<file path="config.mk">
export PLATFORM = sky130hd
export DESIGN_NAME = zt_burst_sram
export DESIGN_NICKNAME = d
export VERILOG_FILES = /design/src/rtl/zt_sram_pkg.sv /design/src/rtl/zt_burst_seq.sv /design/src/rtl/zt_sram_core.sv /design/src/rtl/zt_burst_sram.sv
export SDC_FILE = /design/constraint.sdc
export NUM_CORES = 2
export LEC_CHECK = 0
export BUFFER_PORTS_ARGS = -buffer_cell sky130_fd_sc_hd__buf_2
export CAP_MARGIN = 0
export CORE_ASPECT_RATIO = 1.5
export CORE_MARGIN = 2
export CORE_UTILIZATION = 40
export DETAILED_ROUTE_END_ITERATION = 8
export GPL_ROUTABILITY_DRIVEN = 0
export PLACE_DENSITY_LB_ADDON = 0.05
export SLEW_MARGIN = 10
export SYNTH_ARGS = -nofsm -noshare
export SYNTH_HDL_FRONTEND = slang
export SYNTH_SLANG_ARGS = --single-unit
export TNS_END_PERCENT = 50
</file>
<file path="constraint.sdc">
create_clock -name clk -period 4.5 [get_ports clk]
set_input_delay 0.45 -clock clk [delete_from_list [all_inputs] [get_ports clk]]
set_output_delay 0.45 -clock clk [all_outputs]
set_load 0.01 [all_outputs]
</file>
<file path="src/rtl/zt_sram_pkg.sv">
package zt_sram_pkg;

    typedef enum logic [1:0] {
        OP_IDLE  = 2'd0,
        OP_READ  = 2'd1,
        OP_WRITE = 2'd2
    } op_e;

    // Low two address bits for a given burst start and count.
    function automatic logic [1:0] burst_offset(input logic [1:0] start,
                                                input logic [1:0] cnt,
                                                input logic       ilv);
        logic [1:0] sum;
        sum = 2'(start + cnt);
        return ilv ? (start ^ cnt) : sum;
    endfunction

    function automatic logic chip_selected(input logic cs0_n,
                                           input logic cs1,
                                           input logic cs2_n);
        return !cs0_n && cs1 && !cs2_n;
    endfunction

endpackage

</file>
<file path="src/rtl/zt_burst_seq.sv">
module zt_burst_seq
    import zt_sram_pkg::*;
#(
    parameter int AW = 6,
    parameter int NB = 4
) (
    input  logic          clk,
    input  logic          rst,
    input  logic          hold,
    input  logic          step,
    input  logic          wr_n,
    input  logic          cs0_n,
    input  logic          cs1,
    input  logic          cs2_n,
    input  logic          ilv,
    input  logic [NB-1:0] be_n,
    input  logic [AW-1:0] addr,
    output op_e           cmd_op,
    output logic [AW-1:0] cmd_addr,
    output logic [NB-1:0] cmd_be,
    output op_e           burst_op,
    output logic [1:0]    burst_cnt,
    output logic [AW-1:0] burst_base
);

    typedef struct packed {
        op_e           op;
        logic [AW-1:0] base;
        logic [1:0]    cnt;
    } burst_t;

    burst_t cur_q, nxt;
    logic [AW-1:0] eff_addr;

    always_comb begin
        if (!step) begin
            nxt.base = addr;
            nxt.cnt  = 2'd0;
            if (!chip_selected(cs0_n, cs1, cs2_n)) nxt.op = OP_IDLE;
            else if (wr_n)                         nxt.op = OP_READ;
            else                                   nxt.op = OP_WRITE;
        end else begin
            nxt.base = cur_q.base;
            nxt.cnt  = 2'(cur_q.cnt + 2'd1);
            nxt.op   = cur_q.op;
        end
        eff_addr = {nxt.base[AW-1:2], burst_offset(nxt.base[1:0], nxt.cnt, ilv)};
    end

    always_ff @(posedge clk) begin
        if (rst) begin
            cur_q    <= '{op: OP_IDLE, base: '0, cnt: 2'd0};
            cmd_op   <= OP_IDLE;
            cmd_addr <= '0;
            cmd_be   <= '0;
        end else if (!hold) begin
            cur_q    <= nxt;
            cmd_op   <= nxt.op;
            cmd_addr <= eff_addr;
            cmd_be   <= ~be_n;
        end
    end

    assign burst_op   = cur_q.op;
    assign burst_cnt  = cur_q.cnt;
    assign burst_base = cur_q.base;

endmodule

</file>
<file path="src/rtl/zt_sram_core.sv">
module zt_sram_core #(
    parameter int AW = 6,
    parameter int NB = 4,
    parameter int BW = 8
) (
    input  logic             clk,
    input  logic             wr_en,
    input  logic [AW-1:0]    wr_addr,
    input  logic [NB-1:0]    wr_be,
    input  logic [NB*BW-1:0] wr_data,
    input  logic [AW-1:0]    rd_addr,
    output logic [NB*BW-1:0] rd_data
);
    localparam int DEPTH = 1 << AW;
    localparam int DW    = NB * BW;

    logic [DW-1:0] mem [DEPTH];
    logic          hit;

    always_ff @(posedge clk) begin
        if (wr_en) begin
            for (int b = 0; b < NB; b++) begin
                if (wr_be[b]) mem[wr_addr][b*BW +: BW] <= wr_data[b*BW +: BW];
            end
        end
    end

    assign hit = wr_en && (wr_addr == rd_addr);

    // Byte-wise forwarding of a write retiring on the same edge.
    for (genvar g = 0; g < NB; g++) begin : g_merge
        assign rd_data[g*BW +: BW] = (hit && wr_be[g]) ? wr_data[g*BW +: BW]
                                                       : mem[rd_addr][g*BW +: BW];
    end

endmodule

</file>
<file path="src/rtl/zt_burst_sram.sv">
module zt_burst_sram
    import zt_sram_pkg::*;
#(
    parameter int AW = 6,
    parameter int NB = 4,
    parameter int BW = 8
) (
    input  logic             clk,
    input  logic             rst,
    input  logic             hold,
    input  logic             step,
    input  logic             wr_n,
    input  logic             cs0_n,
    input  logic             cs1,
    input  logic             cs2_n,
    input  logic             ilv,
    input  logic [NB-1:0]    be_n,
    input  logic [AW-1:0]    addr,
    input  logic [NB*BW-1:0] wdata,
    output logic [NB*BW-1:0] rdata,
    output logic             rdata_oe
);
    localparam int DW = NB * BW;

    typedef struct packed {
        op_e           op;
        logic [AW-1:0] addr;
        logic [NB-1:0] be;
    } stage_t;

    op_e           cmd_op;
    logic [AW-1:0] cmd_addr;
    logic [NB-1:0] cmd_be;
    op_e           burst_op;
    logic [1:0]    burst_cnt;
    logic [AW-1:0] burst_base;
    stage_t        s2_q;
    logic [DW-1:0] core_rd;
    logic          core_wr;

    zt_burst_seq #(.AW(AW), .NB(NB)) u_seq (
        .clk        (clk),
        .rst        (rst),
        .hold       (hold),
        .step       (step),
        .wr_n       (wr_n),
        .cs0_n      (cs0_n),
        .cs1        (cs1),
        .cs2_n      (cs2_n),
        .ilv        (ilv),
        .be_n       (be_n),
        .addr       (addr),
        .cmd_op     (cmd_op),
        .cmd_addr   (cmd_addr),
        .cmd_be     (cmd_be),
        .burst_op   (burst_op),
        .burst_cnt  (burst_cnt),
        .burst_base (burst_base)
    );

    assign core_wr = (s2_q.op == OP_WRITE) && !hold;

    zt_sram_core #(.AW(AW), .NB(NB), .BW(BW)) u_core (
        .clk     (clk),
        .wr_en   (core_wr),
        .wr_addr (s2_q.addr),
        .wr_be   (s2_q.be),
        .wr_data (wdata),
        .rd_addr (cmd_addr),
        .rd_data (core_rd)
    );

    always_ff @(posedge clk) begin
        if (rst) begin
            s2_q     <= '{op: OP_IDLE, addr: '0, be: '0};
            rdata    <= '0;
            rdata_oe <= 1'b0;
        end else if (!hold) begin
            s2_q     <= '{op: cmd_op, addr: cmd_addr, be: cmd_be};
            rdata_oe <= (cmd_op == OP_READ);
            if (cmd_op == OP_READ) rdata <= core_rd;
        end
    end

endmodule

</file>
-- After elaboration in Yosys (flattened, before gate mapping)
Memory sizes are Yosys's and may differ from the RTL's. A register that Yosys moved wholly into a read port is not among the register bits.
Cells that the tools add are included.
- reduce and logical (&&, ||, !) cells: 8
- bitwise logic cells: 4
- $add $sub $neg: 2
- mux-type cells: 16
- multiply operators: 0
- $lt $le $gt $ge: 0
- shift operators: 0
- equal/unequal tests: 2
- div/mod/pow operators: 0
- operators by type and width (kind ; count):
    2-to-1 mux 1 bit ; 12
    2-to-1 mux 10 bit ; 1
    2-to-1 mux 2 bit ; 3
    inverter 4 bit ; 1
    AND reduction 2 bit ; 2
    logical AND 1 bit ; 3
    logical NOT 1 bit ; 3
    adder 2 x 1 -> 2 bit (second input constant) ; 1
    adder 2 bit ; 1
    equality test 2 x 1 -> 1 bit (second input constant) ; 1
    equality test 2 bit (second input constant) ; 1
    inverter 1 bit ; 2
    bitwise XOR 2 bit ; 1
- bits in registers: 33
- word-level logic and storage cells: 42
- memories kept: 1
- ROM bits: 0
- bits in latches: 0
- memory bits (writable): 2048
- memories (memory ; words ; width ; read ports ; clocked after memory_dff ; write ports ; line ; source):
    u_core.mem ; 64 ; 32 ; 1 ; 1 ; 1 ; zt_sram_core.sv:17 ; logic [DW-1:0] mem [DEPTH];

-- Longest topological paths before layout
- word-level depth: 7
- mapped depth: 13
- gate-level depth less buffers: 6

-- Cells and area by module
Synthesis repeated with hierarchy kept, for this count alone.
- cell total of the unflattened synthesis: 4143
- area, all modules: 82789.4 µm²
- modules (own cells, without submodules) (module ; seq. area each (µm²) ; area an instance (µm²) ; times used ; cells an instance):
    zt_sram_core ; 61499.0 ; 80151.9 ; 1 ; 3877
    zt_burst_sram ; 900.9 ; 1944.4 ; 1 ; 183
    zt_burst_seq ; 320.3 ; 693.2 ; 1 ; 83

-- Worst setup path before layout
Ideal clock, no wire load.
- path kind: flip-flop to flip-flop
- start point: register u_seq.cmd_addr[0]
- end point: register, netlist name rdata[1]
- path buffers: 4
- arrival time: 2317 ps
- path slack: 2061 ps
- stages on the path, launching flop included: 9
- library setup time: 122 ps
- data required time: 4378 ps
- cells stage by stage: dfxtp_1 > buf_6 > buf_6 > buf_6 > buf_2 > mux4_2 > mux4_2 > a211oi_1 > a21oi_1
- RTL lines (item ; line ; source):
    start, declared ; zt_burst_seq.sv:19 ; output logic [AW-1:0] cmd_addr,
    start signal, assigned ; zt_burst_seq.sv:59 ; cmd_addr <= eff_addr;

==> impl_metrics.csv <==
group,metric,value,unit
place,io_buffers,83,
yosys,syn_inst,3887,
yosys,synth_top_family_by_area,"multiplexers",
critical_path,cp-end-kind,"flip-flop",
yosys,synth_fa_ha_area_frac,0.0001527,
drt,post-route-drc-count,0,
drt,drt-initial-drc-count,4142,
sta,finalMaxSlewViolations,0,
clocking,hold_buffers,16,
place,place_ws,0.4485,ns
job,cap_violations,0,
yosys,ys_seq_area_frac,0.7652,
floorplan,die_y,558.4,µm
grt,grt_overflow_total,0,
floorplan,fp-row-count,203,
drt,dr.pass1.iters,7,
critical_path,crit_family,"simple AND/OR/NAND/NOR gates",
sta,hold_violations,0,
clocking,clk_pin_slew_worst_paths,0.06,ns
critical_path,crit_type,"flip-flop to flip-flop",
yosys,synth_area_per_cell,21.09,µm²
floorplan,dieArea,208600,µm²
layout,layout-drive-gt1-share,0.2739,
yosys,yosysWarnings,0,
floorplan,initial_core_util,0.4024,
clocking,ctsResizeCount,0,
floorplan,io-pin-count,84,
drt,wl_per_cell,35.96,µm
yosys,netlist_top_cells_count,"edfxtp_1 (2,048), mux4_2 (532), nor2_1 (349), mux2i_1 (167), nand2_1 (109)",
critical_path,setup.worst_path.start_class,"flip-flop",
floorplan,core,203700,µm²
drt,ant_nets,0,
clocking,clkLatencyLatePin,0.87,ns
drt,vias_per_cell,5.772,
sta,fmax,239.5,MHz
sta,setup_slack,0.3243,ns
clocking,numCtsBuffers,208,
sta,tightest_slew,1.185,ns
critical_path,critPathRequiredTime,5.23,ns
clocking,cts_sinks,2109,
yosys,synth_edf_count,2048,
yosys,ys.flop_type,"edfxtp_1",
sta,max_slew_margin,0.2073,
yosys,synth_nets,3939,
critical_path,slowest_stage,"nor2_1",
yosys,synth_simple_gate_area_frac,0.03012,
critical_path,slowest_delay,1.14,ns
sta,setup_viol,0,
yosys,async_flop_share,0,
grt,grt_pass1_vias,41830,
yosys,synthMuxAreaShare,0.1671,
yosys,synthTopCellsByArea,"edfxtp_1 (75%), mux4_2 (15%), mux2i_1 (2.0%), nor2_1 (1.6%), dfxtp_1 (1.5%)",
power,peakVddDrop,0.0003229,V
place,dpl.hpwl,163500,µm
layout,syn2layout_area_growth,14.05,%
critical_path,cp_num_buf_inv,0,
layout,layoutNonFillerInstCount,7069,
yosys,synth_compound_area_frac,0.02096,
run_status,status,"completed",
clocking,cts_setup_buffers,0,
sta,finalSetupTns,0,ns
floorplan,die_width,373.6,µm
layout,n_fill_cell,17300,
sta,finClkSkew,0.04146,ns
yosys,yosysTopAreaCell,"edfxtp_1",
place,place_inst,6678,
yosys,yosysMostFrequentCell,"edfxtp_1",
clocking,root_buffer,"clkbuf_16",
grt,antenna_found_initial,20,
yosys,synth_xor_area_frac,0.0009617,
sta,fin_crit,4.176,ns
worst_hold_path,hp-class,"input port to flip-flop",
sta,rsz0062_at_grt,"no",
grt,grt_pass1_wl,349200,µm
critical_path,path_max_fanout,14,
yosys,synth.distinct_cells,56,
power,design_power_total,40.91,mW
critical_path,worstPathArrival,4.90,ns
critical_path,crit_chain,"xnor2_1, nand4_1, nor2_1, a21boi_0, o2111ai_1, o211ai_1",
grt,track_usage,0.2434,
clocking,htreeDepth,4,
power,p_leak,28.43,nW
power,power_density,437.6,nW/µm²
clocking,cts_tree,"yes",
sta,period_share,0.9279,
drt,drt-total-wl,254200,µm
clocking,clock_path_buffers,4,
yosys,synth.ff_latch_count,2109,
grt,grt_max_degree,66,
drt,num_vias,40800,
layout,num-nets-final,4291,
yosys,synth_top_area_share,0.7503,
yosys,synth_area,81960,µm²
## stage by stage
| stage | utilization | cell area, µm² | hold WS, ns |
|---|---|---|---|
| 3_5_place_dp | 0.4264 | 86850 | 0.4528 |
| 2_1_floorplan | - | 81960 | 0.4329 |
| 4_1_cts | 0.4588 | 93460 | 0.01258 |
| 5_1_grt | 0.4589 | 93470 | 0.04328 |
| 3_3_place_gp | 0.4263 | 86850 | 0.4474 |
| 6_report | 0.4589 | 93480 | 0.08165 |
## worst register-to-register path: stages (launching register included)
cell and delay, ns:
dfxtp_4 0.76, xnor2_1 0.21, nand4_1 0.92, nor2_1 1.14, a21boi_0 0.51, o2111ai_1 0.36, o211ai_1 0.14
## metal layers
metal	part of all wire	GRT usage	up-vias	wire length, µm
met2	0.53	0.4358	1220	133500
met5	0.00015	0	-	37
li1	-	-	16820	-
met3	0.049	0.03637	348	12390
met4	0.035	0.07841	6	8894
met1	0.39	0.3034	22410	99370
## logic make-up (layout without fill, tap and decap cells)
group                      Yosys count  count (layout)
muxes                              703             703
buffers and inverters              235             744
and+or+nand+nor                    581             581
other                                0               8
AOI/OAI and AO/OA                  249             249
adders and majority gates            1               1
xor gates and xnor gates             9               9
DFF                               2109            2109
## cells in the final DEF, fill, tap and decap left out, types with 8 or more instances in the layout
master,synthesis,layout
a211oi_1,29,29
dfxtp_1,61,56
mux4_2,532,532
nor3_1,25,25
a21oi_1,42,42
nand2_1,109,105
and2_1,12,11
a221oi_1,8,8
o31ai_1,9,8
nor2b_1,16,13
buf_4,28,256
nor2_1,349,345
o22ai_1,43,43
dlygate4sd3_1,0,16
o21ai_0,35,35
nand3_1,13,13
a22oi_1,46,46
xnor2_1,9,9
buf_12,0,21
bufinv_16,0,18
clkinv_1,0,31
mux2i_1,167,167
diode_2,0,8
clkinv_2,0,43
edfxtp_1,2048,2048
clkbuf_1,86,56
nor4_1,17,17
buf_2,47,80
clkbuf_16,0,210
## path summary, 6_finish.rpt
path,start,end,slack (ns),cells after the start
setup / recovery,u_seq.cmd_addr[0],rdata[6],0.32,6
hold / removal,rst,u_seq.cmd_be[3],0.08,2
setup reg to reg,u_seq.cmd_addr[0],rdata[6],0.32,6
hold reg to reg,rdata_oe,rdata_oe,0.46,2
## area by class of cell
class | instances | area (µm²) | area share
multi-input cells | 1543 | 18020 | 0.1928
well taps | 2665 | 3334 | 0.03567
repair buffers | 373 | 2903 | 0.03105
diodes | 8 | 20.02 | 0.0002142
clock inverters | 99 | 953.4 | 0.01020
inverters | 4 | 15.01 | 0.0001606
flip-flops and latches | 2109 | 62740 | 0.6711
clock buffers | 268 | 5493 | 0.05876
## sequential cells by signal, summed over array words and instances, names as in the netlist
register / flops
rdata_oe: 1
u_seq.cmd_op: 2
rdata: 32
u_seq.cmd_addr: 2
u_core.mem: 2048
u_seq.burst_cnt: 2
u_seq.burst_base: 6
s2_q: 12
u_seq.cmd_be: 4
## report_power, final
group	total, mW	switching [mW]	internal [mW]
clock network	17.0	7.41	9.61
logic	2.30	1.41	0.894
registers	21.6	0.0577	21.5
(Power assumes the default switching activity.)
